File: config.mk
export PLATFORM = sky130hd
export DESIGN_NAME = host_bus_port
export DESIGN_NICKNAME = d
export VERILOG_FILES = /design/src/rtl/hbp_pkg.sv /design/src/rtl/hbp_sync.sv /design/src/rtl/hbp_front.sv /design/src/rtl/hbp_xfer.sv /design/src/rtl/hbp_ack.sv /design/src/rtl/host_bus_port.sv
export SDC_FILE = /design/constraint.sdc
export NUM_CORES = 1
export LEC_CHECK = 0
export BUFFER_PORTS_ARGS = -buffer_cell sky130_fd_sc_hd__buf_4
export CORE_ASPECT_RATIO = 0.6
export CORE_MARGIN = 1
export CORE_UTILIZATION = 45
export CTS_CLUSTER_SIZE = 24
export DETAILED_ROUTE_END_ITERATION = 8
export PLACE_DENSITY = 0.75
export SLEW_MARGIN = 20
export SYNTH_ARGS = -nofsm -noshare
export SYNTH_HDL_FRONTEND = slang
export SYNTH_SLANG_ARGS = --single-unit
File: constraint.sdc
create_clock -name clk -period 2.2 [get_ports clk]
set_clock_uncertainty 0.15 [all_clocks]
set_input_delay 0.22 -clock clk [delete_from_list [all_inputs] [get_ports clk]]
set_output_delay 0.22 -clock clk [all_outputs]
set_load 0.005 [all_outputs]
File: src/rtl/hbp_pkg.sv
// Shared types for the host bus port.
// Assumes: a single core clock domain after input synchronization.
package hbp_pkg;

    // Bus cycle style as inferred from mux_sel and the latch-time strobe level.
    typedef enum logic [1:0] {
        STYLE_MOT_SEP   = 2'd0,
        STYLE_MOT_MUX   = 2'd1,
        STYLE_INTEL_MUX = 2'd2
    } bus_style_e;

    // Acknowledge driver phases.
    typedef enum logic [1:0] {
        ACK_IDLE = 2'd0,
        ACK_LOW  = 2'd1,
        ACK_HIGH = 2'd2
    } ack_state_e;

    // Bundle of host control pins that pass through the synchronizer.
    typedef struct packed {
        logic im;
        logic cs_n;
        logic as_ale;
        logic ds_rd;
        logic rw_wr;
    } bus_pins_t;

    localparam int PIN_W = $bits(bus_pins_t);

endpackage

File: src/rtl/hbp_sync.sv
// Multi-stage synchronizer for a vector of asynchronous inputs.
// Assumes: each bit is independent; bits may settle on different cycles.
module hbp_sync #(
    parameter int               WIDTH   = 5,
    parameter int               STAGES  = 2,
    parameter logic [WIDTH-1:0] RST_VAL = '0
) (
    input  logic             clk,
    input  logic             rst_n,
    input  logic [WIDTH-1:0] d,
    output logic [WIDTH-1:0] q
);

    logic [WIDTH-1:0] stage [STAGES];

    for (genvar g = 0; g < STAGES; g++) begin : g_stage
        if (g == 0) begin : g_first
            // First flop samples the raw pins.
            always_ff @(posedge clk) begin
                if (!rst_n) stage[g] <= RST_VAL;
                else        stage[g] <= d;
            end
        end else begin : g_next
            // Later flops resolve metastability.
            always_ff @(posedge clk) begin
                if (!rst_n) stage[g] <= RST_VAL;
                else        stage[g] <= stage[g-1];
            end
        end
    end

    assign q = stage[STAGES-1];

endmodule

File: src/rtl/hbp_front.sv
// Bus front end: infers the cycle style, qualifies the strobe, latches the address.
// Assumes: synchronized control pins; the raw address source is still stable
// when the synchronized latch or strobe edge is seen.
module hbp_front
    import hbp_pkg::*;
#(
    parameter int AW = 8
) (
    input  logic          clk,
    input  logic          rst_n,
    input  bus_pins_t     s,
    input  logic [AW-1:0] addr_pins,
    input  logic [AW-1:0] bus_lo,
    output logic          act,
    output logic          is_wr,
    output logic [AW-1:0] cyc_addr
);

    logic       as_q;
    logic       intel_q;
    logic       act_d;
    logic       as_fall;
    logic       act_rise;
    bus_style_e style;

    assign as_fall  = as_q & ~s.as_ale;
    assign act_rise = act & ~act_d;

    // Style follows mux_sel, then the strobe level remembered at latch time.
    always_comb begin
        if (!s.im)        style = STYLE_MOT_SEP;
        else if (intel_q) style = STYLE_INTEL_MUX;
        else              style = STYLE_MOT_MUX;
    end

    // Qualified strobe per style; chip select gates every style.
    always_comb begin
        unique case (style)
            STYLE_MOT_SEP:   act = ~s.cs_n & ~s.ds_rd;
            STYLE_MOT_MUX:   act = ~s.cs_n &  s.ds_rd;
            STYLE_INTEL_MUX: act = ~s.cs_n & (~s.ds_rd | ~s.rw_wr);
            default:         act = 1'b0;
        endcase
    end

    // Motorola R/W low and Intel WR low both mean write.
    assign is_wr = ~s.rw_wr;

    // Edge history for the latch strobe and the qualified strobe.
    always_ff @(posedge clk) begin
        if (!rst_n) begin
            as_q  <= 1'b0;
            act_d <= 1'b0;
        end else begin
            as_q  <= s.as_ale;
            act_d <= act;
        end
    end

    // Style inference: ds_rd idles high on an Intel bus and low on Motorola.
    always_ff @(posedge clk) begin
        if (!rst_n)                intel_q <= 1'b0;
        else if (s.im && as_fall)  intel_q <= s.ds_rd;
    end

    // Address capture: shared bus at latch fall, separate pins at strobe start.
    always_ff @(posedge clk) begin
        if (!rst_n)                        cyc_addr <= '0;
        else if (s.im && as_fall)          cyc_addr <= bus_lo;
        else if (!s.im && act_rise)        cyc_addr <= addr_pins;
    end

endmodule

File: src/rtl/hbp_xfer.sv
// Transfer engine: issues the internal read/write strobes and drives read data.
// Assumes: act is the qualified strobe; write data is stable while act is high.
module hbp_xfer #(
    parameter int DW = 16
) (
    input  logic          clk,
    input  logic          rst_n,
    input  logic          act,
    input  logic          is_wr,
    input  logic [DW-1:0] data_in,
    input  logic [DW-1:0] reg_rdata,
    output logic          reg_we,
    output logic          reg_re,
    output logic [DW-1:0] reg_wdata,
    output logic [DW-1:0] data_out,
    output logic          data_oe,
    output logic          done
);

    logic          act_q;
    logic          cyc_wr;
    logic          rd_valid;
    logic [DW-1:0] rdata_q;
    logic [DW-1:0] wdata_q;
    logic          start;
    logic          finish;

    assign start  = act & ~act_q;
    assign finish = ~act & act_q;

    // Cycle bookkeeping: direction is frozen at strobe start.
    always_ff @(posedge clk) begin
        if (!rst_n) begin
            act_q  <= 1'b0;
            cyc_wr <= 1'b0;
        end else begin
            act_q <= act;
            if (start) cyc_wr <= is_wr;
        end
    end

    // Read path: one strobe at start, capture returned data on the next clock.
    always_ff @(posedge clk) begin
        if (!rst_n) begin
            reg_re   <= 1'b0;
            rdata_q  <= '0;
            rd_valid <= 1'b0;
        end else begin
            reg_re <= start & ~is_wr;
            if (reg_re) begin
                rdata_q  <= reg_rdata;
                rd_valid <= 1'b1;
            end else if (!act) begin
                rd_valid <= 1'b0;
            end
        end
    end

    // Write path: track bus data during the strobe, commit once it ends.
    always_ff @(posedge clk) begin
        if (!rst_n) begin
            wdata_q <= '0;
            reg_we  <= 1'b0;
        end else begin
            if (act && is_wr) wdata_q <= data_in;
            reg_we <= finish & cyc_wr;
        end
    end

    // Bus drive and completion flag, both registered.
    always_ff @(posedge clk) begin
        if (!rst_n) begin
            data_oe <= 1'b0;
            done    <= 1'b0;
        end else begin
            data_oe <= act & act_q & ~cyc_wr & rd_valid;
            done    <= act & act_q & (cyc_wr | rd_valid);
        end
    end

    assign reg_wdata = wdata_q;
    assign data_out  = rdata_q;

endmodule

File: src/rtl/hbp_ack.sv
// Acknowledge driver: low while complete, high for a fixed time after, then released.
// Assumes: done only rises while act is high.
module hbp_ack
    import hbp_pkg::*;
#(
    parameter int HI_CYCLES = 2
) (
    input  logic clk,
    input  logic rst_n,
    input  logic act,
    input  logic done,
    output logic dta,
    output logic dta_oe
);

    localparam int CW = (HI_CYCLES > 1) ? $clog2(HI_CYCLES) : 1;
    localparam logic [CW-1:0] CNT_LOAD = CW'(HI_CYCLES - 1);

    ack_state_e    state;
    logic [CW-1:0] cnt;

    // Phase sequencing and high-drive timer.
    always_ff @(posedge clk) begin
        if (!rst_n) begin
            state <= ACK_IDLE;
            cnt   <= '0;
        end else begin
            unique case (state)
                ACK_IDLE: if (done) state <= ACK_LOW;
                ACK_LOW: begin
                    if (!act) begin
                        state <= ACK_HIGH;
                        cnt   <= CNT_LOAD;
                    end
                end
                ACK_HIGH: begin
                    if (cnt == '0) state <= ACK_IDLE;
                    else           cnt   <= cnt - 1'b1;
                end
                default: state <= ACK_IDLE;
            endcase
        end
    end

    assign dta    = (state == ACK_HIGH);
    assign dta_oe = (state != ACK_IDLE);

endmodule

File: src/rtl/host_bus_port.sv
// Top level of the host bus port: synchronizer, front end, transfer engine,
// acknowledge driver. Assumes the host holds address and data a few core
// clocks beyond each strobe edge so the synchronized edges see them.
module host_bus_port
    import hbp_pkg::*;
#(
    parameter int AW            = 8,
    parameter int DW            = 16,
    parameter int SYNC_STAGES   = 2,
    parameter int ACK_HI_CYCLES = 2
) (
    input  logic          clk,
    input  logic          rst_n,
    input  logic          mux_sel,
    input  logic          cs_n,
    input  logic          as_ale,
    input  logic          ds_rd,
    input  logic          rw_wr,
    input  logic [AW-1:0] addr,
    input  logic [DW-1:0] data_in,
    output logic [DW-1:0] data_out,
    output logic          data_oe,
    output logic          dta,
    output logic          dta_oe,
    output logic [AW-1:0] reg_addr,
    output logic [DW-1:0] reg_wdata,
    output logic          reg_we,
    output logic          reg_re,
    input  logic [DW-1:0] reg_rdata
);

    localparam logic [PIN_W-1:0] PIN_RST = 5'b01011;

    bus_pins_t raw_pins;
    bus_pins_t s_pins;
    logic      s_cs_n;
    logic      act;
    logic      is_wr;
    logic      done;

    assign raw_pins = '{im: mux_sel, cs_n: cs_n, as_ale: as_ale, ds_rd: ds_rd, rw_wr: rw_wr};
    assign s_cs_n   = s_pins.cs_n;

    hbp_sync #(
        .WIDTH  (PIN_W),
        .STAGES (SYNC_STAGES),
        .RST_VAL(PIN_RST)
    ) u_sync (
        .clk  (clk),
        .rst_n(rst_n),
        .d    (raw_pins),
        .q    (s_pins)
    );

    hbp_front #(
        .AW(AW)
    ) u_front (
        .clk      (clk),
        .rst_n    (rst_n),
        .s        (s_pins),
        .addr_pins(addr),
        .bus_lo   (data_in[AW-1:0]),
        .act      (act),
        .is_wr    (is_wr),
        .cyc_addr (reg_addr)
    );

    hbp_xfer #(
        .DW(DW)
    ) u_xfer (
        .clk      (clk),
        .rst_n    (rst_n),
        .act      (act),
        .is_wr    (is_wr),
        .data_in  (data_in),
        .reg_rdata(reg_rdata),
        .reg_we   (reg_we),
        .reg_re   (reg_re),
        .reg_wdata(reg_wdata),
        .data_out (data_out),
        .data_oe  (data_oe),
        .done     (done)
    );

    hbp_ack #(
        .HI_CYCLES(ACK_HI_CYCLES)
    ) u_ack (
        .clk   (clk),
        .rst_n (rst_n),
        .act   (act),
        .done  (done),
        .dta   (dta),
        .dta_oe(dta_oe)
    );

endmodule

==> results of run 1 <==
[cell usage in the layout, fill, tap and decap left out, types with 2 or more instances in the layout]
master         count
buf_4             96
nand2_1           34
nand2b_1           7
mux2i_1           42
and3b_1            2
a21oi_1            8
o21ai_0           10
clkbuf_8          12
and2_1             7
nor2b_1           18
dlygate4sd3_1     28
dfxtp_1           62
[state kept, by name, indices dropped and copies added, names as in the netlist]
register and count:
u_ack.cnt 1, u_xfer.data_out 16, u_ack.state 2, u_xfer.done 1, u_front.cyc_addr 8, u_front.as_q 1
u_xfer.act_q 1, u_xfer.reg_we 1, u_xfer.data_oe 1, u_xfer.cyc_wr 1, u_xfer.reg_re 1, u_xfer.rd_valid 1
u_sync.stage 10, u_front.intel_q 1, u_xfer.reg_wdata 16
[routing by layer]
layer / global-route usage / vias up
met4: 0.0584 / 0
met3: 0.115 / 4
met1: 0.256 / 867
met2: 0.315 / 67
li1: - / 995
met5: 0 / -
[cell type report]
| type | instances | share of cell area |
|---|---|---|
| Clock buffer | 13 | 0.0478 |
| Clock inverter | 1 | 0.00141 |
| Inverter | 2 | 0.00212 |
| Multi-Input combinational cell | 145 | 0.293 |
| Sequential cell | 62 | 0.351 |
| Tap cell | 63 | 0.0223 |
| Timing Repair Buffer | 124 | 0.283 |
[cell families (layout without fill, tap and decap cells)]
group	Yosys count	count (layout)	share of synthesized area
AO/OA/AOI/OAI	26	26	0.0791
buffers and inverters	15	140	0.0283
multiplexers	42	42	0.179
AND/OR/NAND/NOR	77	77	0.183
flip-flops	62	62	0.530
[per-stage QoR]
stage                     std cells  setup slack [ns]
final                           410             0.394
after global routing            410             0.276
after CTS                       410             0.364
after detailed placement        368             0.368
after global placement          368             0.448
after floorplan                 222             0.506
[how the worst max path moves through the flow]
| stage | to | slack (ns) | cells past startpoint |
|---|---|---|---|
| finish | u_xfer.reg_wdata[10]$_SDFFE_PN0P_ | 0.39 | 4 |
| global route | u_xfer.reg_wdata[0]$_SDFFE_PN0P_ | 0.28 | 4 |
| CTS | u_xfer.reg_wdata[7]$_SDFFE_PN0P_ | 0.36 | 4 |
| floorplan | u_xfer.reg_wdata[0]$_SDFFE_PN0P_ | 0.51 | 4 |
| global placement | u_xfer.reg_wdata[8]$_SDFFE_PN0P_ | 0.45 | 4 |
| detailed placement | u_xfer.reg_wdata[7]$_SDFFE_PN0P_ | 0.37 | 4 |
[tightest hold or removal path: stages]
cell and delay (ns):
buf_4 0.08, mux2i_1 0.05, nor2b_1 0.10
[report_power, final]
group / total, mW / leakage (nW) / internal, mW / switching, mW
logic: 0.174 / 0.873 / 0.114 / 0.0597
clock network: 0.869 / 0.0914 / 0.487 / 0.382
registers: 1.15 / 0.502 / 1.14 / 0.0113
==> impl_metrics.csv, run 1 <==
group,metric,value,unit
outcome,outcome,"complete, no violations",
final_layout,drive_gt1_frac,0.337,
global_routing,antenna_found_initial,0,
clocking,cts_tree,"built",
global_routing,gr-usage-all-layers,0.208,
logic_synthesis,synth_cell_types,32,
worst_setup_path,r2r-end,"u_xfer.reg_wdata[10]$_SDFFE_PN0P_",
routing,wl_met3,510,µm
logic_synthesis,netlist_top_cells_count,"62 x dfxtp_1, 42 x mux2i_1, 34 x nand2_1",
floorplan,core_area,0.00478,mm²
timing,relSlewSlack,0.556,
worst_setup_path,r2r_start,"u_sync.stage[1][1]$_SDFF_PN1_",
min_path,hold_path.class,"in2reg",
logic_synthesis,avgSynthCellArea,10.6,µm²
pwr,power_density,619,mW/mm²
timing,setup_violations,0,
routing,vias,1933,
logic_synthesis,yosysTopAreaCell,"dfxtp_1",
min_path,hp-start,"reg_rdata[5]",
worst_setup_path,critPathTopFamily,"flip-flops",
worst_setup_path,critPathLaunch,"u_sync.stage[1][1]$_SDFF_PN1_",
logic_synthesis,yosysMostFrequentCell,"dfxtp_1",
timing,fin_crit,1.81,ns
routing,wl_met2,2360,µm
routing,initialDrtViolationCount,47,
min_path,min_to,"u_xfer.data_out[5]$_SDFFE_PN0P_",
worst_setup_path,crit_required,2.31,ns
routing,met1_length,2440,µm
place,gpl.final_weighted_congestion,0.739,
global_routing,grt_start_max_net_pins,65,
routing,drt_pre_antenna_iters,4,
timing,rsz0062_at_grt,"no",
floorplan,rows,19,
worst_setup_path,worst-path-buf-inv,1,
final_layout,regArea,0.00124,mm²
job,maxCapViolCount,0,
floorplan,die_area,0.00551,mm²
timing,tns,0,ns
routing,ant_nets,0,
place,place_area,0.00308,mm²
logic_synthesis,synth_ff_type,"dfxtp_1",
logic_synthesis,synth_cells,222,
worst_setup_path,crit_type,"reg2reg",
logic_synthesis,postSynth.asyncResetShare,0,
floorplan,io_pins,92,
logic_synthesis,synth_warnings,0,
global_routing,grt_pass1_wl,8450,µm
pwr,vdd_drop_max,0.322,mV
floorplan,die_w,95.1,µm
place,placement.io_buffers,91,
final_layout,multiInputGateArea,0.00103,mm²
timing,tightest_slew,0.649,ns
floorplan,initial_core_util,0.490,
worst_setup_path,cp_cell_sequence,"nor3b_2 > a2111oi_4 > buf_4 > mux2i_1",
logic_synthesis,synth_top_area_frac,0.530,
final_layout,finalNetCount,391,
worst_setup_path,startpoint_type,"register",
clocking,cts_buffers,9,
floorplan,die_height,57.9,µm
worst_setup_path,r2r_slack,0.39,ns
final_layout,diodes,0,
final_layout,final_util,0.740,
pwr,p_leak,1.47,nW
routing,drc,0,
min_path,hold_depth,3,
timing,slew_viol_final,0,
global_routing,grt_pass1_vias,1837,
logic_synthesis,synth_area_leaders,"dfxtp_1 53%, mux2i_1 18%, nand2_1 5.4%",
routing,via_per_inst,4.71,
worst_setup_path,critPathCaptureType,"register",
final_layout,final.fill_count,363,
clocking,cts_sinks,62,
final_layout,stdcell_area,0.00354,mm²
clocking,clk_pin_slew,0.06,ns
clocking,cts_root_buffer,"clkbuf_8",
clocking,cts_max_level,3,
logic_synthesis,ys_seq_elements,62,
clocking,cts_resized,0,
routing,wl,5340,µm
final_layout,area_growth,51.0,%
timing,hold_viol,0,
clocking,clock_path_buffers,2,
timing,timing.fmax,554,MHz
worst_setup_path,slowest_delay,0.54,ns
logic_synthesis,synth_seq_area_share,0.530,
worst_setup_path,worst_path_max_delay_cell,"dfxtp_1",
routing,wl_per_cell,13.0,µm
clocking,postCtsSetupBuffers,0,
worst_setup_path,r2r_cells,4,
clocking,clkLatencyLatePin,0.33,ns
routing,routed.top_layer,"met4",
global_routing,overflow,0,
timing,period_share,0.821,
place,post-dp-hpwl,3400,µm
pwr,power,2.19,mW
worst_setup_path,cp_max_fo,8,
clocking,hold_buffers,28,
timing,whs,0.00860,ns
logic_synthesis,synth_area,0.00234,mm²
worst_setup_path,arrival,1.92,ns
logic_synthesis,synth-edff-count,0,
logic_synthesis,synth_nets,269,
No activity file was read; power rests on OpenSTA's default activity.
==> run 2, diff against run 1 <==
==> constraint.sdc (replaced) <==
create_clock -name clk -period 1.71 [get_ports clk]
set_clock_uncertainty 0.15 [all_clocks]
set_input_delay 0.171 -clock clk [delete_from_list [all_inputs] [get_ports clk]]
set_output_delay 0.171 -clock clk [all_outputs]
set_load 0.005 [all_outputs]
==> run 2 against run 1 <==
Die area unchanged; clock power is 73% higher; cell area rose by 6.8%; hold slack better by 0.0033 ns; largest power group is now clock; highest routed layer unchanged.
==> impl_metrics.csv, run 2 (synthesized netlist as in run 1, its figures left out) <==
group,metric,value,unit
outcome,outcome,"complete, no violations",
worst_setup_path,crit_required,1.81,ns
floorplan,rows,19,
floorplan,die_height,57.9,µm
min_path,hp-start,"addr[3]",
timing,period_share,0.942,
floorplan,die_area,0.00551,mm²
pwr,power,3.24,mW
clocking,clk_pin_slew,0.07,ns
worst_setup_path,startpoint_type,"register",
clocking,cts_max_level,3,
final_layout,area_growth,61.3,%
routing,wl_met3,427,µm
global_routing,overflow,0,
worst_setup_path,worst_path_max_delay_cell,"dfxtp_1",
timing,tightest_slew,0.414,ns
place,gpl.final_weighted_congestion,0.721,
timing,tns,0,ns
place,post-dp-hpwl,3390,µm
clocking,cts_root_buffer,"clkbuf_8",
pwr,vdd_drop_max,0.618,mV
pwr,power_density,857,mW/mm²
timing,fin_crit,1.61,ns
final_layout,layout_common_cells,"98 x buf_4, 61 x dfxtp_1, 43 x dlygate4sd3_1",
global_routing,grt_pass1_vias,1923,
worst_setup_path,critPathCaptureType,"register",
routing,drt_pre_antenna_iters,4,
final_layout,stdcell_area,0.00378,mm²
worst_setup_path,cp_cell_sequence,"inv_2 > a2111oi_4 > buf_6 > mux2i_1",
routing,wl_met2,2640,µm
timing,relSlewSlack,0.723,
final_layout,layout_commonest_cell,"buf_4",
worst_setup_path,cp_max_fo,11,
worst_setup_path,r2r_start,"u_sync.stage[1][4]$_SDFF_PN0_",
job,maxCapViolCount,0,
routing,routed.top_layer,"met4",
clocking,cts_buffers,9,
worst_setup_path,r2r-end,"u_xfer.reg_wdata[6]$_SDFFE_PN0P_",
worst_setup_path,critPathLaunch,"u_sync.stage[1][4]$_SDFF_PN0_",
timing,setup_violations,0,
worst_setup_path,arrival,1.71,ns
routing,initialDrtViolationCount,47,
floorplan,io_pins,92,
pwr,p_leak,1.57,nW
clocking,cts_sinks,62,
worst_setup_path,crit_type,"reg2reg",
global_routing,grt_pass1_wl,8850,µm
routing,vias,2047,
routing,met1_length,2530,µm
min_path,min_to,"u_front.cyc_addr[3]$_SDFFE_PN0P_",
min_path,hold_path.class,"in2reg",
routing,wl,5640,µm
floorplan,initial_core_util,0.490,
place,placement.io_buffers,91,
worst_setup_path,r2r_cells,4,
clocking,clock_path_buffers,2,
routing,via_per_inst,4.76,
routing,ant_nets,0,
final_layout,multiInputGateArea,0.00104,mm²
min_path,hold_depth,3,
floorplan,core_area,0.00478,mm²
worst_setup_path,slowest_delay,0.43,ns
final_layout,diodes,0,
global_routing,grt_start_max_net_pins,35,
global_routing,antenna_found_initial,0,
timing,slew_viol_final,0,
global_routing,gr-usage-all-layers,0.216,
routing,drc,0,
clocking,cts_tree,"built",
final_layout,finalNetCount,409,
place,place_area,0.00311,mm²
timing,rsz0062_at_grt,"no",
routing,wl_per_cell,13.1,µm
final_layout,drive_gt1_frac,0.332,
floorplan,die_w,95.1,µm
timing,timing.fmax,621,MHz
worst_setup_path,r2r_slack,0.1,ns
clocking,clkLatencyLatePin,0.34,ns
timing,hold_viol,0,
final_layout,regArea,0.00124,mm²
clocking,postCtsSetupBuffers,0,
final_layout,final.fill_count,304,
==> run 2: where the power goes <==
| group | switching (mW) | leakage, nW | internal [mW] | total [mW] |
|---|---|---|---|---|
| Sequential | 0.0146 | 0.502 | 1.46 | 1.48 |
| Combinational | 0.0841 | 0.951 | 0.171 | 0.255 |
| Clock | 0.535 | 0.115 | 0.968 | 1.50 |
| Total | 0.634 | 1.57 | 2.60 | 3.24 |
==> run 2: how the worst max path moves through the flow <==
stage | end | cells after the start
2_1_floorplan | u_xfer.reg_wdata[0]$_SDFFE_PN0P_ | 4
3_3_place_gp | u_xfer.cyc_wr$_SDFFE_PN0P_ | 3
3_5_place_dp | u_xfer.cyc_wr$_SDFFE_PN0P_ | 3
4_1_cts | u_xfer.cyc_wr$_SDFFE_PN0P_ | 3
5_1_grt | u_ack.state[0]$_SDFFE_PN0P_ | 4
6_report | u_xfer.reg_wdata[6]$_SDFFE_PN0P_ | 4
==> run 2: worst max-delay path, delay by kind of cell, from the launching register on <==
kind / cells / cell delay, ns
compound gates: 1 / 0.39
buf+inv: 2 / 0.30
flops: 1 / 0.43
mux: 1 / 0.25
==> run 2: layout make-up <==
class	instances	area share
well taps	63	0.0209
multi-input cells	145	0.276
clock buffers	12	0.0358
inverters	2	0.00199
repair buffers	142	0.312
clock inverters	4	0.0252
flip-flops and latches	62	0.329
==> run 2: per-layer routing <==
metal / vias up / global-route usage
li1: 1036 / -
met1: 937 / 0.255
met2: 71 / 0.349
met3: 3 / 0.105
met4: 0 / 0.0649
met5: - / 0
==> run 2: per-stage QoR <==
step | utilization | hold slack, ns | setup slack (ns) | std cells
2_1_floorplan | - | 0.122 | 0.0162 | 222
3_3_place_gp | 0.650 | 0.209 | 0.102 | 371
3_5_place_dp | 0.650 | 0.213 | 0.0731 | 371
4_1_cts | 0.788 | 0.00306 | 0.0420 | 430
5_1_grt | 0.791 | 0.0499 | 0.0135 | 430
6_report | 0.791 | 0.0119 | 0.0992 | 430
==> run 2: timing repair <==
| item | CTS | global route |
|---|---|---|
| hold endpoints to repair | 44 | 0 |
| hold buffers | 43 | 0 |
| endpoints found under the setup margin | 0 | 9 |
| resized for setup | 0 | 4 |
==> run 3, diff against run 2 <==
--- a/config.mk
+++ b/config.mk
@@ -9,6 +9,7 @@
 export CORE_ASPECT_RATIO = 0.6
 export CORE_MARGIN = 1
 export CORE_UTILIZATION = 45
+export CTS_BUF_LIST = sky130_fd_sc_hd__clkbuf_8
 export CTS_CLUSTER_SIZE = 24
 export DETAILED_ROUTE_END_ITERATION = 8
 export PLACE_DENSITY = 0.75
==> run 3 against run 2 <==
Total power fell by 0.68%; clock power is essentially flat; worst setup slack got worse by 0.0024 ns; via count hardly changed; combinational power about the same; global-route usage unchanged; clock-buffer cell count fell by 3; utilization stayed put; register-to-register slack is essentially flat; highest routed layer unchanged.
==> impl_metrics.csv, run 3 (synthesized netlist as in run 1, its figures left out) <==
group,metric,value,unit
outcome,outcome,"complete, no violations",
pwr,power_density,851,mW/mm²
timing,slew_viol_final,0,
global_routing,antenna_found_initial,0,
worst_setup_path,cp_cell_sequence,"inv_2 > a2111oi_4 > buf_6 > mux2i_1",
pwr,power,3.21,mW
final_layout,stdcell_area,0.00378,mm²
floorplan,rows,19,
routing,wl,5660,µm
final_layout,finalNetCount,409,
routing,initialDrtViolationCount,39,
final_layout,layout_common_cells,"98 x buf_4, 61 x dfxtp_1, 43 x dlygate4sd3_1",
worst_setup_path,worst-path-buf-inv,2,
floorplan,die_height,57.9,µm
timing,fin_crit,1.61,ns
place,placement.io_buffers,91,
worst_setup_path,crit_required,1.81,ns
final_layout,regArea,0.00124,mm²
global_routing,grt_pass1_vias,1923,
timing,timing.fmax,620,MHz
clocking,cts_root_buffer,"clkbuf_8",
clocking,cts_buffers,9,
clocking,cts_max_level,3,
pwr,p_leak,1.58,nW
routing,wl_per_cell,13.2,µm
worst_setup_path,cp_max_fo,11,
routing,ant_nets,0,
clocking,cts_tree,"built",
final_layout,layout_commonest_cell,"buf_4",
floorplan,die_w,95.1,µm
worst_setup_path,critPathTopFamily,"flip-flops",
clocking,clk_pin_slew,0.07,ns
pwr,vdd_drop_max,0.595,mV
final_layout,drive_gt1_frac,0.332,
worst_setup_path,startpoint_type,"register",
routing,via_per_inst,4.76,
worst_setup_path,slowest_delay,0.44,ns
place,place_area,0.00311,mm²
global_routing,overflow,0,
timing,hold_viol,0,
min_path,hold_path.class,"in2reg",
global_routing,grt_start_max_net_pins,35,
floorplan,io_pins,92,
clocking,postCtsSetupBuffers,0,
final_layout,final_util,0.791,
timing,period_share,0.943,
worst_setup_path,critPathCaptureType,"register",
routing,drt_pre_antenna_iters,4,
timing,tightest_slew,0.410,ns
routing,vias,2046,
place,gpl.final_weighted_congestion,0.721,
final_layout,area_growth,61.3,%
global_routing,grt_pass1_wl,8850,µm
final_layout,final.fill_count,304,
timing,rsz0062_at_grt,"no",
final_layout,diodes,0,
worst_setup_path,worst_path_max_delay_cell,"dfxtp_1",
clocking,clkLatencyLatePin,0.33,ns
timing,relSlewSlack,0.725,
clocking,cts_sinks,62,
routing,drc,0,
worst_setup_path,crit_type,"reg2reg",
timing,tns,0,ns
floorplan,core_area,0.00478,mm²
final_layout,multiInputGateArea,0.00104,mm²
place,post-dp-hpwl,3390,µm
clocking,clock_path_buffers,2,
job,maxCapViolCount,0,
timing,setup_violations,0,
floorplan,initial_core_util,0.490,
floorplan,die_area,0.00551,mm²
worst_setup_path,arrival,1.71,ns
timing,whs,0.0136,ns
global_routing,gr-usage-all-layers,0.216,
-- run 3: cell types whose count changed in the layout (fill, tap and decap cells not counted) --
cell / before / now
inv_1: 1 / 4
clkbuf_1: 3 / 0
-- run 3: repair_timing --
item,in CTS,in global routing
resized for setup,0,4
setup endpoints to repair,0,9
hold buffers,43,0
endpoints found under the hold margin,44,0
-- run 3: stage by stage --
step	instances	setup slack, ns
6_report	430	0.0967
5_1_grt	430	0.0135
4_1_cts	430	0.0420
3_3_place_gp	371	0.102
2_1_floorplan	222	0.0162
3_5_place_dp	371	0.0731
-- run 3: worst min-delay path: cells and delay by family --
kind / cells / cell delay [ns]
buffers and inverters: 1 / 0.09
muxes: 1 / 0.07
AOI/OAI and AO/OA: 1 / 0.13
-- run 3: power by group --
| group | internal [mW] | switching (mW) | total, mW |
|---|---|---|---|
| logic | 0.171 | 0.0846 | 0.256 |
| registers | 1.46 | 0.0147 | 1.48 |
| clock network | 0.950 | 0.530 | 1.48 |
| total | 2.58 | 0.630 | 3.21 |
-- run 3: layout make-up --
| type | count | share of cell area |
|---|---|---|
| flip-flops and latches | 62 | 0.329 |
| repair buffers | 142 | 0.312 |
| multi-input cells | 145 | 0.276 |
| clock buffers | 9 | 0.0328 |
| clock inverters | 7 | 0.0282 |
| well taps | 63 | 0.0209 |
| inverters | 2 | 0.00199 |
-- run 3: worst paths after layout --
check                                      from                                to  slack [ns]  depth (start not counted)
hold reg to reg   u_sync.stage[0][0]$_SDFF_PN1_     u_sync.stage[1][0]$_SDFF_PN1_        0.26                          1
setup / recovery  u_sync.stage[1][4]$_SDFF_PN0_  u_xfer.reg_wdata[6]$_SDFFE_PN0P_         0.1                          4
hold / removal                          addr[3]  u_front.cyc_addr[3]$_SDFFE_PN0P_        0.01                          3
setup reg to reg  u_sync.stage[1][4]$_SDFF_PN0_  u_xfer.reg_wdata[6]$_SDFFE_PN0P_         0.1                          4
-- run 3: layer usage --
| metal | global-route usage | up-vias | part of all wire |
|---|---|---|---|
| li1 | - | 1034 | - |
| met1 | 0.255 | 938 | 0.45 |
| met2 | 0.349 | 70 | 0.47 |
| met3 | 0.105 | 4 | 0.071 |
| met4 | 0.0649 | 0 | 0.0055 |
| met5 | 0 | - | 0 |
